--- src/rtl/ccr_pkg.sv ---
// Package: ccr_pkg
// Shared constants for the coprocessor control register: register width,
// bit positions, the reserved-bit mask, reset values and the offsets of
// the flush addresses. Assumes a 16-bit register read over a 32-bit bus.
package ccr_pkg;
    localparam int NBITS   = 16;
    localparam int RD_W    = 32;
    localparam int IDX_W   = $clog2(NBITS);

    localparam int B_CARD_RST  = 0;
    localparam int B_HALT      = 1;
    localparam int B_HOST_IRQ  = 2;
    localparam int B_BUS_ERR   = 3;
    localparam int B_ALIGN     = 11;
    localparam int B_LOCAL_IRQ = 13;
    localparam int B_CACHE_OFF = 14;

    // Bits 15, 12 and 10:4 hold no storage.
    localparam logic [NBITS-1:0] RSVD_MASK = 16'h97F0;
    // Power-up values: cache off and halt set.
    localparam logic [NBITS-1:0] RST_VALS  = 16'h4002;

    localparam int OFF_FLUSH_ALL  = 'h44;
    localparam int OFF_FLUSH_DATA = 'h48;
endpackage

--- src/rtl/ccr_decode.sv ---
// Module: ccr_decode
// Turns one bus write into a one-hot bit-select vector and two flush hits.
// Assumes BASE_ADDR is word aligned, bit n sits at BASE_ADDR + 4*n, and
// the flush addresses lie outside the bit window.
module ccr_decode
    import ccr_pkg::*;
#(
    parameter int                ADDR_W    = 20,
    parameter logic [ADDR_W-1:0] BASE_ADDR = 20'h10000
) (
    input  logic              clk,
    input  logic              rst_n,
    input  logic              wr_en_i,
    input  logic [ADDR_W-1:0] addr_i,
    output logic [NBITS-1:0]  sel_o,
    output logic              hit_all_o,
    output logic              hit_data_o
);
    localparam logic [ADDR_W-1:0] WIN_BYTES = ADDR_W'(NBITS * 4);
    localparam logic [ADDR_W-1:0] A_ALL     = BASE_ADDR + ADDR_W'(OFF_FLUSH_ALL);
    localparam logic [ADDR_W-1:0] A_DATA    = BASE_ADDR + ADDR_W'(OFF_FLUSH_DATA);

    logic [ADDR_W-1:0] off;
    logic              in_win;
    logic [IDX_W-1:0]  idx;

    // Offset inside the window and whether it names a register bit.
    always_comb begin
        off    = addr_i - BASE_ADDR;
        in_win = (addr_i >= BASE_ADDR) && (off < WIN_BYTES) && (off[1:0] == 2'b00);
        idx    = off[IDX_W+1:2];
    end

    // One-hot select of the written bit, zero when no bit is addressed.
    always_comb begin
        sel_o = '0;
        if (wr_en_i && in_win)
            sel_o[idx] = 1'b1;
    end

    // Flush address matches.
    always_comb begin
        hit_all_o  = wr_en_i && (addr_i == A_ALL);
        hit_data_o = wr_en_i && (addr_i == A_DATA);
    end

    // at most one bit is selected by any access.
    assert_one_bit_R2: assert property (@(posedge clk) disable iff (!rst_n)
        $onehot0(sel_o));

    // a flush hit never also selects a register bit.
    assert_flush_no_bit_R5: assert property (@(posedge clk) disable iff (!rst_n)
        (hit_all_o || hit_data_o) |-> (sel_o == '0));
endmodule

--- src/rtl/ccr_cell.sv ---
// Module: ccr_cell
// One storage bit of the register. Priority: power-up reset, hardware set,
// hardware clear, software write. Assumes set and clear are synchronous.
module ccr_cell #(
    parameter logic RST_VAL = 1'b0
) (
    input  logic clk,
    input  logic rst_n,
    input  logic set_i,
    input  logic clr_i,
    input  logic wr_i,
    input  logic wd_i,
    output logic q_o
);
    // Bit update in priority order.
    always_ff @(posedge clk) begin
        if (!rst_n)
            q_o <= RST_VAL;
        else if (set_i)
            q_o <= 1'b1;
        else if (clr_i)
            q_o <= 1'b0;
        else if (wr_i)
            q_o <= wd_i;
    end

    // a hardware set always lands, whatever software writes.
    assert_set_wins_R8: assert property (@(posedge clk) disable iff (!rst_n)
        set_i |=> q_o);

    // with no request the bit holds.
    assert_hold_R2: assert property (@(posedge clk) disable iff (!rst_n)
        !(set_i || clr_i || wr_i) |=> $stable(q_o));
endmodule

--- src/rtl/ccr_pulse.sv ---
// Module: ccr_pulse
// Registers a decode hit into a strobe one clock wide.
// Assumes the hit is qualified with the write strobe already.
module ccr_pulse (
    input  logic clk,
    input  logic rst_n,
    input  logic hit_i,
    output logic pulse_o
);
    // Strobe follows the hit by one edge.
    always_ff @(posedge clk) begin
        if (!rst_n)
            pulse_o <= 1'b0;
        else
            pulse_o <= hit_i;
    end

    // a hit yields a strobe in the next cycle.
    assert_strobe_R5: assert property (@(posedge clk) disable iff (!rst_n)
        hit_i |=> pulse_o);

    // no hit, no strobe.
    assert_no_strobe_R11: assert property (@(posedge clk) disable iff (!rst_n)
        !hit_i |=> !pulse_o);
endmodule

--- src/rtl/cop_ctl_reg.sv ---
// Module: cop_ctl_reg
// Top of the coprocessor control and status register. Decodes bit-wise
// writes, holds one cell per implemented bit, wires the hardware set and
// clear sources, and issues the two flush strobes.
// Assumes one access per cycle and synchronous fault inputs.
module cop_ctl_reg
    import ccr_pkg::*;
#(
    parameter int                ADDR_W    = 20,
    parameter logic [ADDR_W-1:0] BASE_ADDR = 20'h10000
) (
    input  logic              clk,
    input  logic              rst_n,
    input  logic              bus_rst_n,
    input  logic              wr_en_i,
    input  logic [ADDR_W-1:0] addr_i,
    input  logic [31:0]       wr_data_i,
    input  logic              align_fault_i,
    input  logic              bus_fault_i,
    input  logic              mem_access_i,
    output logic [31:0]       rd_data_o,
    output logic              cache_dis_o,
    output logic              local_irq_o,
    output logic              host_irq_o,
    output logic              halt_o,
    output logic              card_rst_o,
    output logic              flush_all_o,
    output logic              flush_data_o
);
    logic [NBITS-1:0] sel;
    logic [NBITS-1:0] set_v;
    logic [NBITS-1:0] clr_v;
    logic [NBITS-1:0] q;
    logic             hit_all;
    logic             hit_data;
    logic             wdata_unused;

    assign wdata_unused = ^wr_data_i[31:1];

    ccr_decode #(.ADDR_W(ADDR_W), .BASE_ADDR(BASE_ADDR)) u_dec (
        .clk        (clk),
        .rst_n      (rst_n),
        .wr_en_i    (wr_en_i),
        .addr_i     (addr_i),
        .sel_o      (sel),
        .hit_all_o  (hit_all),
        .hit_data_o (hit_data)
    );

    // Hardware set and clear sources per bit.
    always_comb begin
        set_v = '0;
        clr_v = '0;
        set_v[B_ALIGN]    = align_fault_i;
        set_v[B_BUS_ERR]  = bus_fault_i && mem_access_i;
        set_v[B_HALT]     = !bus_rst_n || q[B_CARD_RST];
        clr_v[B_CARD_RST] = !bus_rst_n;
    end

    for (genvar i = 0; i < NBITS; i++) begin : g_bit
        if (RSVD_MASK[i]) begin : g_rsvd
            logic rsvd_unused;
            assign rsvd_unused = sel[i] | set_v[i] | clr_v[i];
            assign q[i] = 1'b0;
        end else begin : g_cell
            ccr_cell #(.RST_VAL(RST_VALS[i])) u_cell (
                .clk   (clk),
                .rst_n (rst_n),
                .set_i (set_v[i]),
                .clr_i (clr_v[i]),
                .wr_i  (sel[i]),
                .wd_i  (wr_data_i[0]),
                .q_o   (q[i])
            );
        end
    end

    ccr_pulse u_flush_all (
        .clk(clk), .rst_n(rst_n), .hit_i(hit_all), .pulse_o(flush_all_o));
    ccr_pulse u_flush_data (
        .clk(clk), .rst_n(rst_n), .hit_i(hit_data), .pulse_o(flush_data_o));

    // Read word and control outputs.
    always_comb begin
        rd_data_o   = {{(RD_W-NBITS){1'b0}}, q};
        cache_dis_o = q[B_CACHE_OFF];
        local_irq_o = q[B_LOCAL_IRQ];
        host_irq_o  = q[B_HOST_IRQ];
        halt_o      = q[B_HALT];
        card_rst_o  = q[B_CARD_RST];
    end

    // a bus-side reset releases card reset and halts the card.
    assert_bus_rst_R9: assert property (@(posedge clk) disable iff (!rst_n)
        !bus_rst_n |=> (halt_o && !card_rst_o));

    // card reset keeps the card halted on the following cycle.
    assert_rst_halts_R10: assert property (@(posedge clk) disable iff (!rst_n)
        card_rst_o |=> halt_o);

    // an alignment fault shows on the read word next cycle.
    assert_align_R6: assert property (@(posedge clk) disable iff (!rst_n)
        align_fault_i |=> rd_data_o[B_ALIGN]);

    // a bus fault outside a memory access leaves the error bit alone
    // unless software writes it.
    assert_bus_err_R7: assert property (@(posedge clk) disable iff (!rst_n)
        (!mem_access_i && !sel[B_BUS_ERR]) |=> $stable(rd_data_o[B_BUS_ERR]));
endmodule

--- config.mk ---
export PLATFORM = sky130hd
export DESIGN_NAME = cop_ctl_reg
export DESIGN_NICKNAME = d
export VERILOG_FILES = /design/src/rtl/ccr_pkg.sv /design/src/rtl/ccr_decode.sv /design/src/rtl/ccr_cell.sv /design/src/rtl/ccr_pulse.sv /design/src/rtl/cop_ctl_reg.sv
export SDC_FILE = /design/constraint.sdc
export NUM_CORES = 1
export LEC_CHECK = 0
export BUFFER_PORTS_ARGS = -buffer_cell sky130_fd_sc_hd__buf_4
export CAP_MARGIN = 0
export CORE_AREA = 2 2 53 55
export DETAILED_ROUTE_END_ITERATION = 8
export DIE_AREA = 0 0 55 57
export PLACE_DENSITY_LB_ADDON = 0.25
export SLEW_MARGIN = 30
export SYNTH_ARGS = -nofsm -noshare
export SYNTH_HDL_FRONTEND = slang
export SYNTH_SLANG_ARGS = --single-unit
--- constraint.sdc ---
create_clock -name clk -period 1.4 [get_ports clk]
set_input_delay 0 -clock clk [delete_from_list [all_inputs] [get_ports clk]]
set_output_delay 0 -clock clk [all_outputs]
set_load 0.03 [all_outputs]
Word level (Yosys, flattened, before mapping) --
Cells that the tools add are included.
Word-level totals: bits in registers 9, input port bits 59, output and inout bits 39, logic and storage cells 38
Operators by class: $add $sub $neg 1, order comparisons 4, equal/unequal tests 2, mux-type cells 7, bitwise operators 1, reductions and logical operators 14
Operators with widths (count):
- == test 20 x 17 -> 1 bit, second input constant | 2
- >= comparator 20 x 17 -> 1 bit, second input constant | 1
- less-than comparator 20 x 7 -> 1 bit, second input constant | 1
- subtractor 20 x 17 -> 20 bit, second input constant | 1
- two-way mux 15 bit | 1
- logical AND 1 bit | 7
- less-than comparator 4 x 5 -> 1 bit, second input constant | 1
- two-way mux 1 bit | 5
- demux 1 bit (select 4 bit) | 1
- >= comparator 4 x 1 -> 1 bit, second input constant | 1
- nonzero test 2 bit | 2
- logical NOT 2 bit | 1
- AND reduction 2 bit | 1
- OR reduction 2 bit | 1
- logical NOT 1 bit | 1
- logical OR 1 bit | 1
- inverter 1 bit | 1

Logic depth before layout (Yosys ltp) --
Gate-level depths: netlist (run 1).
depth after elaboration 8, gate-level depth with buffers 4, depth with buffers taken out 4

Modules after synthesis --
From an unflattened synthesis (run 1), not the netlist that was laid out.
Second synthesis, totals: cell total of the unflattened synthesis 110, area, all modules 923.4 um^2
By module, submodules not included:
- ccr_decode | instances 1, cells each 39, area each 317.8 um^2, seq. area each 0.0 um^2
- cop_ctl_reg | instances 1, cells each 34, area each 245.2 um^2, seq. area each 0.0 um^2
- ccr_cell at g_bit[0].g_cell.u_cell ... | instances 5, cells each 5, area each 45.0 um^2, seq. area each 20.0 um^2
- ccr_cell at g_bit[14].g_cell.u_cell ... | instances 2, cells each 4, area each 41.3 um^2, seq. area each 20.0 um^2
- ccr_pulse | instances 2, cells each 2, area each 26.3 um^2, seq. area each 20.0 um^2

Least setup slack after synthesis (run 1) --
OpenSTA, ideal clock, no wires.
path type input to register, from in addr_i[1], to reg g_bit[0].g_cell.u_cell.q_o, setup time 0.072 ns, data arrival time 0.954 ns, required time 1.328 ns, slack 0.374 ns, stages on the path 4, path buffers 0, path through nor4_1 nand4_2 nor4_2 mux2i_1
Between the ends: cells in the longest elaborated chain, start to end 6, elaborated cells between the ends (all ways) 13, those cells by class 1 x add/sub; 4 x order compare; 3 x mux; 5 x reduce/logical
RTL lines:
- from (decl) | RTL line cop_ctl_reg.sv:16 | input logic [ADDR_W-1:0] addr_i,
- subtractor 20 x 17 -> 20 bit | RTL line ccr_decode.sv:29 | off = addr_i - BASE_ADDR;
- less-than comparator 20 x 7 -> 1 bit (tied with other cells) | RTL line ccr_decode.sv:30 | in_win = (addr_i >= BASE_ADDR) && (off < WIN_BYTES) && (off[1:0] == 2'b00);
- logical AND 1 bit, on equally long branches | RTL line ccr_decode.sv:30, ccr_decode.sv:38
- logical AND 1 bit or two-way mux 1 bit (tied branches) | RTL line ccr_decode.sv:30, ccr_decode.sv:38
- logical AND 1 bit or demux 1 bit (select 4 bit) (tied branches)
- two-way mux 15 bit (*) | RTL line ccr_decode.sv:37 | if (wr_en_i && in_win)
- to (signal assigned) | RTL line ccr_cell.sv:24 | q_o <= wd_i;
- to (decl) | RTL line ccr_cell.sv:13 | output logic q_o
Mark *: on every way between the ends. The rest lies on a longest branch, timed or not. A chain may end at the register's enable or synchronous reset.

Final worst setup path (run 1) --
from in addr_i[10], to reg g_bit[3].g_cell.u_cell.q_o
Between the ends: cells in the longest elaborated chain, start to end 7, elaborated cells between the ends (all ways) 8, those cells by class 1 x add/sub; 2 x order compare; 1 x mux; 4 x reduce/logical
RTL lines (RTL line):
- subtractor 20 x 17 -> 20 bit | ccr_decode.sv:29
- less-than comparator 20 x 7 -> 1 bit | ccr_decode.sv:30
- logical AND 1 bit (*) (2 in a row) | ccr_decode.sv:30
- logical AND 1 bit (*) | ccr_decode.sv:37
- two-way mux 15 bit (*) | ccr_decode.sv:37
- nonzero test 2 bit (no source line) (*)
- to (signal assigned) | ccr_cell.sv:24
- to (decl) | ccr_cell.sv:13
Marked as above.

==> results of run 1 <==
[power groups by stage]
stage               clock (mW)  sequential (mW)  combinational, mW
floorplan                    0            0.267              0.189
detailed placement           0            0.268              0.219
finish                   0.199            0.262              0.220
global route             0.227            0.262              0.233
global placement             0            0.268              0.218
CTS                      0.211            0.262              0.220
[through the flow]
step	hold slack (ns)	power, mW	worst slack (ns)	area [sq um]
2_1_floorplan	0.154	0.457	0.374	888
3_3_place_gp	0.304	0.486	0.123	991
3_5_place_dp	0.303	0.487	0.109	991
4_1_cts	0.0332	0.692	0.371	1020
5_1_grt	0.0396	0.723	0.271	1020
6_report	0.0361	0.682	0.369	1020
[synth_stat cells (all sizes together) (2+ instances only)]
| library cell | n | area (sq um) |
|---|---|---|
| nand2b | 2 | 12.5 |
| nand4 | 2 | 18.8 |
| or3 | 2 | 12.5 |
| nor2 | 2 | 7.51 |
| mux2i | 4 | 40.0 |
| nor4b | 4 | 62.6 |
| buf | 32 | 240 |
| o41ai | 2 | 17.5 |
| nor4 | 5 | 50.1 |
| nor2b | 2 | 12.5 |
| nand2 | 6 | 22.5 |
| nand3 | 2 | 10.0 |
| a21boi | 2 | 15.0 |
| dfxtp | 9 | 180 |
| nor3 | 5 | 25.0 |
[registers in the layout, indices dropped and copies added, names as in the netlist]
signal	cells
g_bit.g_cell.u_cell.q_o	7
u_flush_data.pulse_o	1
u_flush_all.pulse_o	1
[per-layer routing]
metal,track usage [%],share of wire [%],vias up
li1,-,-,346
met1,10.9,37,314
met2,18.2,51,38
met3,2.62,11,2
met4,5.23,1.3,0
met5,0,0,-
[worst register-to-register path, delay by kind of cell, from the launching register on]
kind          cells  cell delay [ns]
flops             1             0.34
mux               1             0.10
simple gates      1             0.19
[area by class of cell]
type | instances | area (sq um)
repair buffers | 41 | 308
well taps | 31 | 38.8
flip-flops and latches | 9 | 180
multi-input cells | 73 | 464
clock buffers | 4 | 26.3
fillers | 283 | 1600
[worst paths after layout]
kind / startpoint / to / slack [ns]
max: addr_i[10] / g_bit[3].g_cell.u_cell.q_o$_SDFFE_PN0P_ / 0.37
min: bus_rst_n / g_bit[0].g_cell.u_cell.q_o$_SDFFE_PN0P_ / 0.04
min reg2reg: g_bit[2].g_cell.u_cell.q_o$_SDFFE_PN0P_ / g_bit[2].g_cell.u_cell.q_o$_SDFFE_PN0P_ / 0.48
max reg2reg: g_bit[0].g_cell.u_cell.q_o$_SDFFE_PN0P_ / g_bit[1].g_cell.u_cell.q_o$_SDFFE_PP1P_ / 0.66
[logic make-up (layout without fill, tap and decap cells)]
| group | after synthesis | count (layout) | share of synthesized area [%] |
|---|---|---|---|
| AO/OA/AOI/OAI | 8 | 8 | 7.84 |
| AND/OR/NAND/NOR | 36 | 36 | 33.5 |
| flip-flops | 9 | 9 | 22.6 |
| multiplexers | 4 | 4 | 5.02 |
| buffers and inverters | 33 | 45 | 30.6 |
| other | 1 | 25 | 0.470 |
==> impl_results.md, run 1 <==
- Status: finished clean
- Die Span X: 55 um
- Kind of start point of the critical path: input port
- GRT Overall Usage: 10.3%
- CTS Buffer Depth: 2
- Initial core utilization: roughly 30%
- Critical Path Fanout Max: 3
- Critical path's top delay family: simple AND/OR/NAND/NOR gates
- Nets: 187
- Yosys reg bits: 9
- Setup crit end kind: register
- Die Y: approximately 57 um
- Placer's final routability congestion estimate: 0.838
- RSZ-0062 raised after global routing: false
- I/O pin total: 98
- CTS tree: yes
- Power Density: between 600 and 700 nW/um^2
- Sum Neg Setup Slack: 0 ns
- Worst path slowest cell: nor4_1
- Combinational fraction of design power: 32.3%
- Most common cell after layout, fill and taps aside: buf_4
- Cell leakage power: between 0.4 and 0.5 nW
- Synth cell types: 29
- Post-layout util: 38.9%
- Initial antenna violation count: 0
- Area grow syn2layout: 27.4%
- Die ar.: between 3000 and 4000 sq um
- Worst path cell trace: buf_4 -> nor4_1 -> nand4_1 -> o41ai_1 -> a21boi_0
- Core area: between 2000 and 3000 sq um
- Vias in the first global route: 594
- Final Hold Vio Count: 0
- R2R depth: 2
- Port Buffers: 41
- Final Non-Filler Cells: 158
- Sw frac: 35.0%
- Clk_lat worst skew: 0.26 ns
- Clock share of power: 29.3%
- Tcrit/Tclk final: 73.6%
- Average size of a mapped cell: just under 9 sq um
- Post-CTS Setup Bufs: 0
- Clock-pin slew on the worst setup and hold paths: about 0.060 ns
- Post-DP HPWL: roughly 1400 um
- Final ANT Viol Nets: 0
- Ys async rst share: 0%
- Most frequent cells in the layout: buf_4, conb_1, dfxtp_1
- Internal power: 443 uW
- Hold WC Path Type: input port to register
- Cell depth of the worst setup path: 5
- Min-Delay Path Depth: 3
- Pre-antenna DRT Iters: 8
- Wirelength per Cell: 10.9 um
- DRC: 0
- Sequential fraction of design power: 38.4%
- Tmin final: ~1.0 ns
- Post_cts resized: 0
- Routed WL: 1720 um
- Fin. max-slew vios: 0
- WP buf/inv: 1
- Clock sinks: 9
- Largest net degree at the start of global routing: 12
- Peak supply drop: 0.414 mV
- Crit path kind: input port to register
- CTS Hold Bufs: 0
- Final Setup Violations: 0
- First-pass GRT wire length: 2470 um
- Initial DRC Count: 9
- Num CTS Buffers: 3
- Most used DFF post-synth: dfxtp_1
- Post-Place Cells: ~150
- Mapped cell area: 798 sq um
- Cells after Synth: 91
- Total global routing overflow: 0
- Syn. warnings: 0
- Sequential fraction of the synthesis area: roughly 23%
- Final Skew: approximately 0.0018 ns
- Routed vias/inst: between 4 and 5
- H-tree depth: 1
- Crit path largest cell delay: ~0.36 ns
- Share of layout cells above drive strength 1: 41.7%
- MaxCap Viol Count: 0
- Peak Freq: 0.970 GHz
- Root buf cell: clkbuf_4
- EDFF count, synth: 0
- Net Switching: between 200 and 250 uW
- Total number of vias: 700
- CP Data Required Time: 1.53 ns
- Number of placement rows: 19
- Worst EP arrival: 1.16 ns
- Antenna diodes: 0
No activity file was read; power rests on OpenSTA's default activity.
==> inputs of run 2 (changes only) <==
==> constraint.sdc (replaced) <==
create_clock -name clk -period 1.05 [get_ports clk]
set_input_delay 0 -clock clk [delete_from_list [all_inputs] [get_ports clk]]
set_output_delay 0 -clock clk [all_outputs]
set_load 0.03 [all_outputs]
==> run 2 against run 1 <==
First-iteration DRC count fell by 89%. Via count fell by 1.6%. Power increased by 38%. Sequential cell count is the same. Final area grew 5.4%. Critical path depth is the same. Combinational power rose by 42%. Sequential share of layout area decreased by 0.91 points. Critical path type unchanged. Largest cell class unchanged. Highest routed layer is now met3.
==> impl_results.md, run 2 (synthesis results as in run 1) <==
- Final Non-Filler Cells: 159
- Root buf cell: clkbuf_4
- Total global routing overflow: 0
- FF-to-FF End: g_bit[1].g_cell.u_cell.q_o$_SDFFE_PP1P_
- Total chip power: around 940 uW
- Max FFs per register: 7
- Post-CTS Setup Bufs: 0
- CTS tree: yes
- Biggest register: g_bit.g_cell.u_cell.q_o
- Number of placement rows: 19
- Reg2reg start: g_bit[0].g_cell.u_cell.q_o$_SDFFE_PN0P_
- Most frequent cells in the layout: buf_4, conb_1, dfxtp_1
- Min-Delay Path Depth: 3
- Flop2flop setup slack: 0.29 ns
- Nets: 188
- MaxCap Viol Count: 0
- Initial antenna violation count: 0
- Hold WC Path Type: input port to register
- Die ar.: ~3100 sq um
- Power Density: 880 nW/um^2
- Post-Place Cells: approximately 160
- Peak supply drop: 0.434 mV
- Vias in the first global route: 638
- Largest net degree at the start of global routing: 12
- Clk_lat worst skew: around 0.27 ns
- Cell leakage power: 0.471 nW
- H-tree depth: 1
- Final Hold Vio Count: 0
- Initial DRC Count: 1
- Placer's final routability congestion estimate: 0.785
- Status: finished clean
- Wirelength per Cell: 11.0 um
- RSZ-0062 raised after global routing: true
- Area grow syn2layout: 34.3%
- Kind of start point of the critical path: input port
- Crit path kind: input port to register
- Setup crit end kind: register
- Total number of vias: 689
- Final Setup Violations: 0
- Clock sinks: 9
- Routed WL: 1750 um
- GRT Overall Usage: 11.1%
- Hold EP: g_bit[0].g_cell.u_cell.q_o$_SDFFE_PN0P_
- Crit path largest cell delay: 0.41 ns
- Pre-antenna DRT Iters: 3
- Post-DP HPWL: 1450 um
- Tcrit/Tclk final: 99.6%
- Port Buffers: 41
- Num CTS Buffers: 3
- Most common cell after layout, fill and taps aside: buf_4
- Critical path's top delay family: simple AND/OR/NAND/NOR gates
- Share of layout cells above drive strength 1: 44.5%
- First-pass GRT wire length: about 2600 um
- Die Y: approximately 57 um
- Antenna diodes: 0
- CTS Buffer Depth: 2
- Routed vias/inst: between 4 and 5
- R2R depth: 2
- Worst path cell trace: buf_4 -> nor4_1 -> nand4_1 -> o41ai_1 -> a21boi_0
- DRC: 0
- Fin. max-slew vios: 0
- Core area: ~2600 sq um
- Die Span X: 55 um
- Initial core utilization: 30.5%
- Worst hold path startpoint: bus_rst_n
- Critical Path Fanout Max: 3
- Peak Freq: roughly 0.96 GHz
- Final ANT Viol Nets: 0
- CP Data Required Time: 1.20 ns
- I/O pin total: 98
- Worst EP arrival: 1.19 ns
- Final Skew: just over 0.009 ns
- Clock-pin slew on the worst setup and hold paths: 0.08 ns
- Tmin final: about 1.0 ns
- WP buf/inv: 1
- Fill count: 270
- Biggest regs: g_bit.g_cell.u_cell.q_o: 7 flops, u_flush_all.pulse_o: 1 flops, u_flush_data.pulse_o: 1 flops
- Worst path slowest cell: nor4_1
-- run 2: layout make-up --
class | instances | area [sq um] | share of cell area [%]
Tap cell | 31 | 38.8 | 3.62
Clock buffer | 3 | 22.5 | 2.10
Clock inverter | 1 | 5.00 | 0.467
Timing Repair Buffer | 42 | 315 | 29.4
Multi-Input combinational cell | 73 | 510 | 47.6
Sequential cell | 9 | 180 | 16.8
-- run 2: worst max path at each step --
stage | start | end | slack [ns] | cells after the start
after global placement | addr_i[19] | g_bit[1].g_cell.u_cell.q_o$_SDFFE_PP1P_ | -0.23 | 5
after floorplan | addr_i[1] | g_bit[0].g_cell.u_cell.q_o$_SDFFE_PN0P_ | 0.02 | 4
final | addr_i[10] | g_bit[3].g_cell.u_cell.q_o$_SDFFE_PN0P_ | 0.004 | 5
after detailed placement | addr_i[1] | g_bit[1].g_cell.u_cell.q_o$_SDFFE_PP1P_ | -0.23 | 5
after global routing | addr_i[10] | g_bit[3].g_cell.u_cell.q_o$_SDFFE_PN0P_ | -0.1 | 5
after CTS | addr_i[1] | g_bit[1].g_cell.u_cell.q_o$_SDFFE_PP1P_ | 0.03 | 5
-- run 2: where the power goes --
| group | internal [mW] | leakage [nW] | switching, mW |
|---|---|---|---|
| clock | 0.141 | 0.0177 | 0.141 |
| sequential | 0.346 | 0.0731 | 0.00247 |
| combinational | 0.104 | 0.380 | 0.208 |
-- run 2: worst min-delay path, cell delays in order --
cell and delay [ns]:
buf_4 0.12, nand3_1 0.07, mux2i_1 0.06
-- run 2: what timing repair did --
action / CTS / global route
setup endpoints to repair: 0 / 5
gates resized for setup: 0 / 6
hold buffers: 0 / 0
-- run 2: through the flow --
stage	setup WS (ns)	util (%)	setup TNS [ns]	area, sq um	hold WS [ns]
3_3_place_gp	-0.231	38.2	-1.65	998	0.303
6_report	0.00387	41.0	0	1070	0.0164
5_1_grt	-0.0970	41.0	-0.327	1070	0.0364
3_5_place_dp	-0.234	38.2	-1.60	998	0.304
4_1_cts	0.0319	39.2	0	1030	0.0143
2_1_floorplan	0.0245	-	0	888	0.154
-- run 2: metal layers --
layer / GRT usage (%) / vias to the layer above / share of wire (%)
met5: 0 / - / 0
met4: 4.88 / 0 / 0
met1: 12.1 / 310 / 38
met3: 2.09 / 0 / 9.3
met2: 19.9 / 32 / 52
li1: - / 347 / -
==> inputs of run 3 (changes only) <==
==> constraint.sdc (replaced) <==
create_clock -name clk -period 1.2 [get_ports clk]
set_input_delay 0 -clock clk [delete_from_list [all_inputs] [get_ports clk]]
set_output_delay 0 -clock clk [all_outputs]
set_load 0.03 [all_outputs]
==> run 3 against run 2 <==
Hold slack improved by 0.030 ns. Die area unchanged. Final area decreased by 5.1%. Clock power decreased by 18%. Sequential cell count unchanged. Sequential power decreased by 12%.
==> impl_results.md, run 3 (synthesis results as in run 1) <==
- Total number of vias: around 700
- Die Y: 57 um
- Port Buffers: 41
- Biggest register: g_bit.g_cell.u_cell.q_o
- Setup crit end kind: register
- Largest net degree at the start of global routing: 12
- RSZ-0062 raised after global routing: false
- Internal power: 517 uW
- Tcrit/Tclk final: 86.1%
- Initial antenna violation count: 0
- FF-to-FF End: g_bit[1].g_cell.u_cell.q_o$_SDFFE_PP1P_
- Post-CTS Setup Bufs: 0
- CTS Buffer Depth: 2
- Combinational fraction of design power: about a third
- CTS Hold Bufs: 0
- Sequential fraction of design power: 38.4%
- Clock-pin slew on the worst setup and hold paths: 0.06 ns
- Net Switching: 278 uW
- Sw frac: 35.0%
- Status: finished clean
- Fin. max-slew vios: 0
- DRC: 0
- GRT Overall Usage: between 10 and 15%
- Met2 wire length: 904 um
- First-pass GRT wire length: ~2800 um
- Cell leakage power: ~0.45 nW
- Biggest regs: g_bit.g_cell.u_cell.q_o: 7 flops, u_flush_all.pulse_o: 1 flops, u_flush_data.pulse_o: 1 flops
- Crit path kind: input port to register
- Pre-antenna DRT Iters: 4
- Final Hold Vio Count: 0
- Clock share of power: 29.0%
- Worst EP arrival: 1.21 ns
- Total chip power: 795 uW
- Initial core utilization: 30.5%
- WHS: 0.0460 ns
- I/O pin total: slightly below 100
- Wl on met1: 673 um
- Final Setup Violations: 0
- R2R depth: 2
- Hold WC Path Type: input port to register
- Critical Path Fanout Max: 6
- Number of placement rows: 19
- Initial DRC Count: 6
- Antenna diodes: 0
- Most common cell after layout, fill and taps aside: buf_4
- Final ANT Viol Nets: 0
- Final WS setup: 0.167 ns
- Flop2flop setup slack: 0.46 ns
- Die Span X: roughly 55 um
- Post-DP HPWL: 1510 um
- Power Density: 781 nW/um^2
- Wirelength per Cell: 10.9 um
- Num CTS Buffers: 3
- Die ar.: between 3000 and 4000 sq um
- Met3 WL: about 150 um
- Routed WL: 1730 um
- Routed vias/inst: 4.45
- Core area: 2620 sq um
- Tmin final: 1.03 ns
- Root buf cell: clkbuf_4
- Final Skew: ~0.000037 ns
- Post-Place Worst Slack: -0.0890 ns
- CTS tree: yes
- Kind of start point of the critical path: input port
- Peak Freq: 0.968 GHz
- MaxCap Viol Count: 0
- Clk_lat worst skew: 0.25 ns
- CP Data Required Time: 1.38 ns
- Peak supply drop: a little under 0.4 mV
- Clock sinks: 9
- Worst Setup EP: g_bit[1].g_cell.u_cell.q_o$_SDFFE_PP1P_
- Max FFs per register: 7
- DR top layer: met3
- H-tree depth: 1
- Area grow syn2layout: 27.4%
- Total global routing overflow: 0
- Most frequent cells in the layout: buf_4, conb_1, dfxtp_1
- CP startpoint: addr_i[19]
- Nets: 187
- Reg2reg start: g_bit[0].g_cell.u_cell.q_o$_SDFFE_PN0P_
- Vias in the first global route: between 600 and 700
- Placer's final routability congestion estimate: 0.796
- Post_cts resized: 0
- Share of layout cells above drive strength 1: 41.7%
==> run 3: cell count changes in the layout (fill, tap and decap cells not counted), sizes merged <==
cell and delta:
buf -1, clkinv -1, clkbuf +1
==> run 3: routing by layer <==
metal	vias up	global-route usage, %
met5	-	0
met3	0	1.57
met1	323	13.8
met4	0	2.09
li1	348	-
met2	32	21.3
==> run 3: worst min-delay path by stage <==
stage                     slack (ns)     startpoint  depth (start not counted)                                        to
after CTS                       0.04      bus_rst_n                          3   g_bit[0].g_cell.u_cell.q_o$_SDFFE_PN0P_
after global routing            0.07      bus_rst_n                          3   g_bit[0].g_cell.u_cell.q_o$_SDFFE_PN0P_
after detailed placement        0.30  align_fault_i                          3  g_bit[11].g_cell.u_cell.q_o$_SDFFE_PN0P_
final                           0.05  align_fault_i                          3  g_bit[11].g_cell.u_cell.q_o$_SDFFE_PN0P_
after floorplan                 0.15   wr_data_i[0]                          2   g_bit[0].g_cell.u_cell.q_o$_SDFFE_PN0P_
after global placement          0.30      bus_rst_n                          3   g_bit[0].g_cell.u_cell.q_o$_SDFFE_PN0P_
==> run 3: area by class of cell <==
type | instances | area (sq um)
repair buffers | 41 | 308
well taps | 31 | 38.8
clock buffers | 4 | 26.3
flip-flops and latches | 9 | 180
multi-input cells | 73 | 464
fillers | 279 | 1600
==> run 3: power by group through the flow <==
stage	registers, mW	clock network, mW	logic [mW]
final	0.306	0.231	0.258
after detailed placement	0.313	0	0.257
after global routing	0.306	0.256	0.277
after floorplan	0.312	0	0.221
after global placement	0.313	0	0.254
after CTS	0.306	0.240	0.258
==> run 3: critical path: stages <==
cell and delay [ns]:
buf_4 0.12, nor4_2 0.32, nand4_2 0.24, nor3_1 0.32, mux2i_1 0.22
==> run 3: metrics by stage <==
step                cells  setup TNS, ns  utilization, %  cell area [sq um]
finish                158              0            38.9               1020
global route          158              0            38.9               1020
CTS                   158              0            38.9               1020
detailed placement    154         -0.521            37.9                991
global placement      154         -0.377            37.9                991
floorplan             115              0               -                888
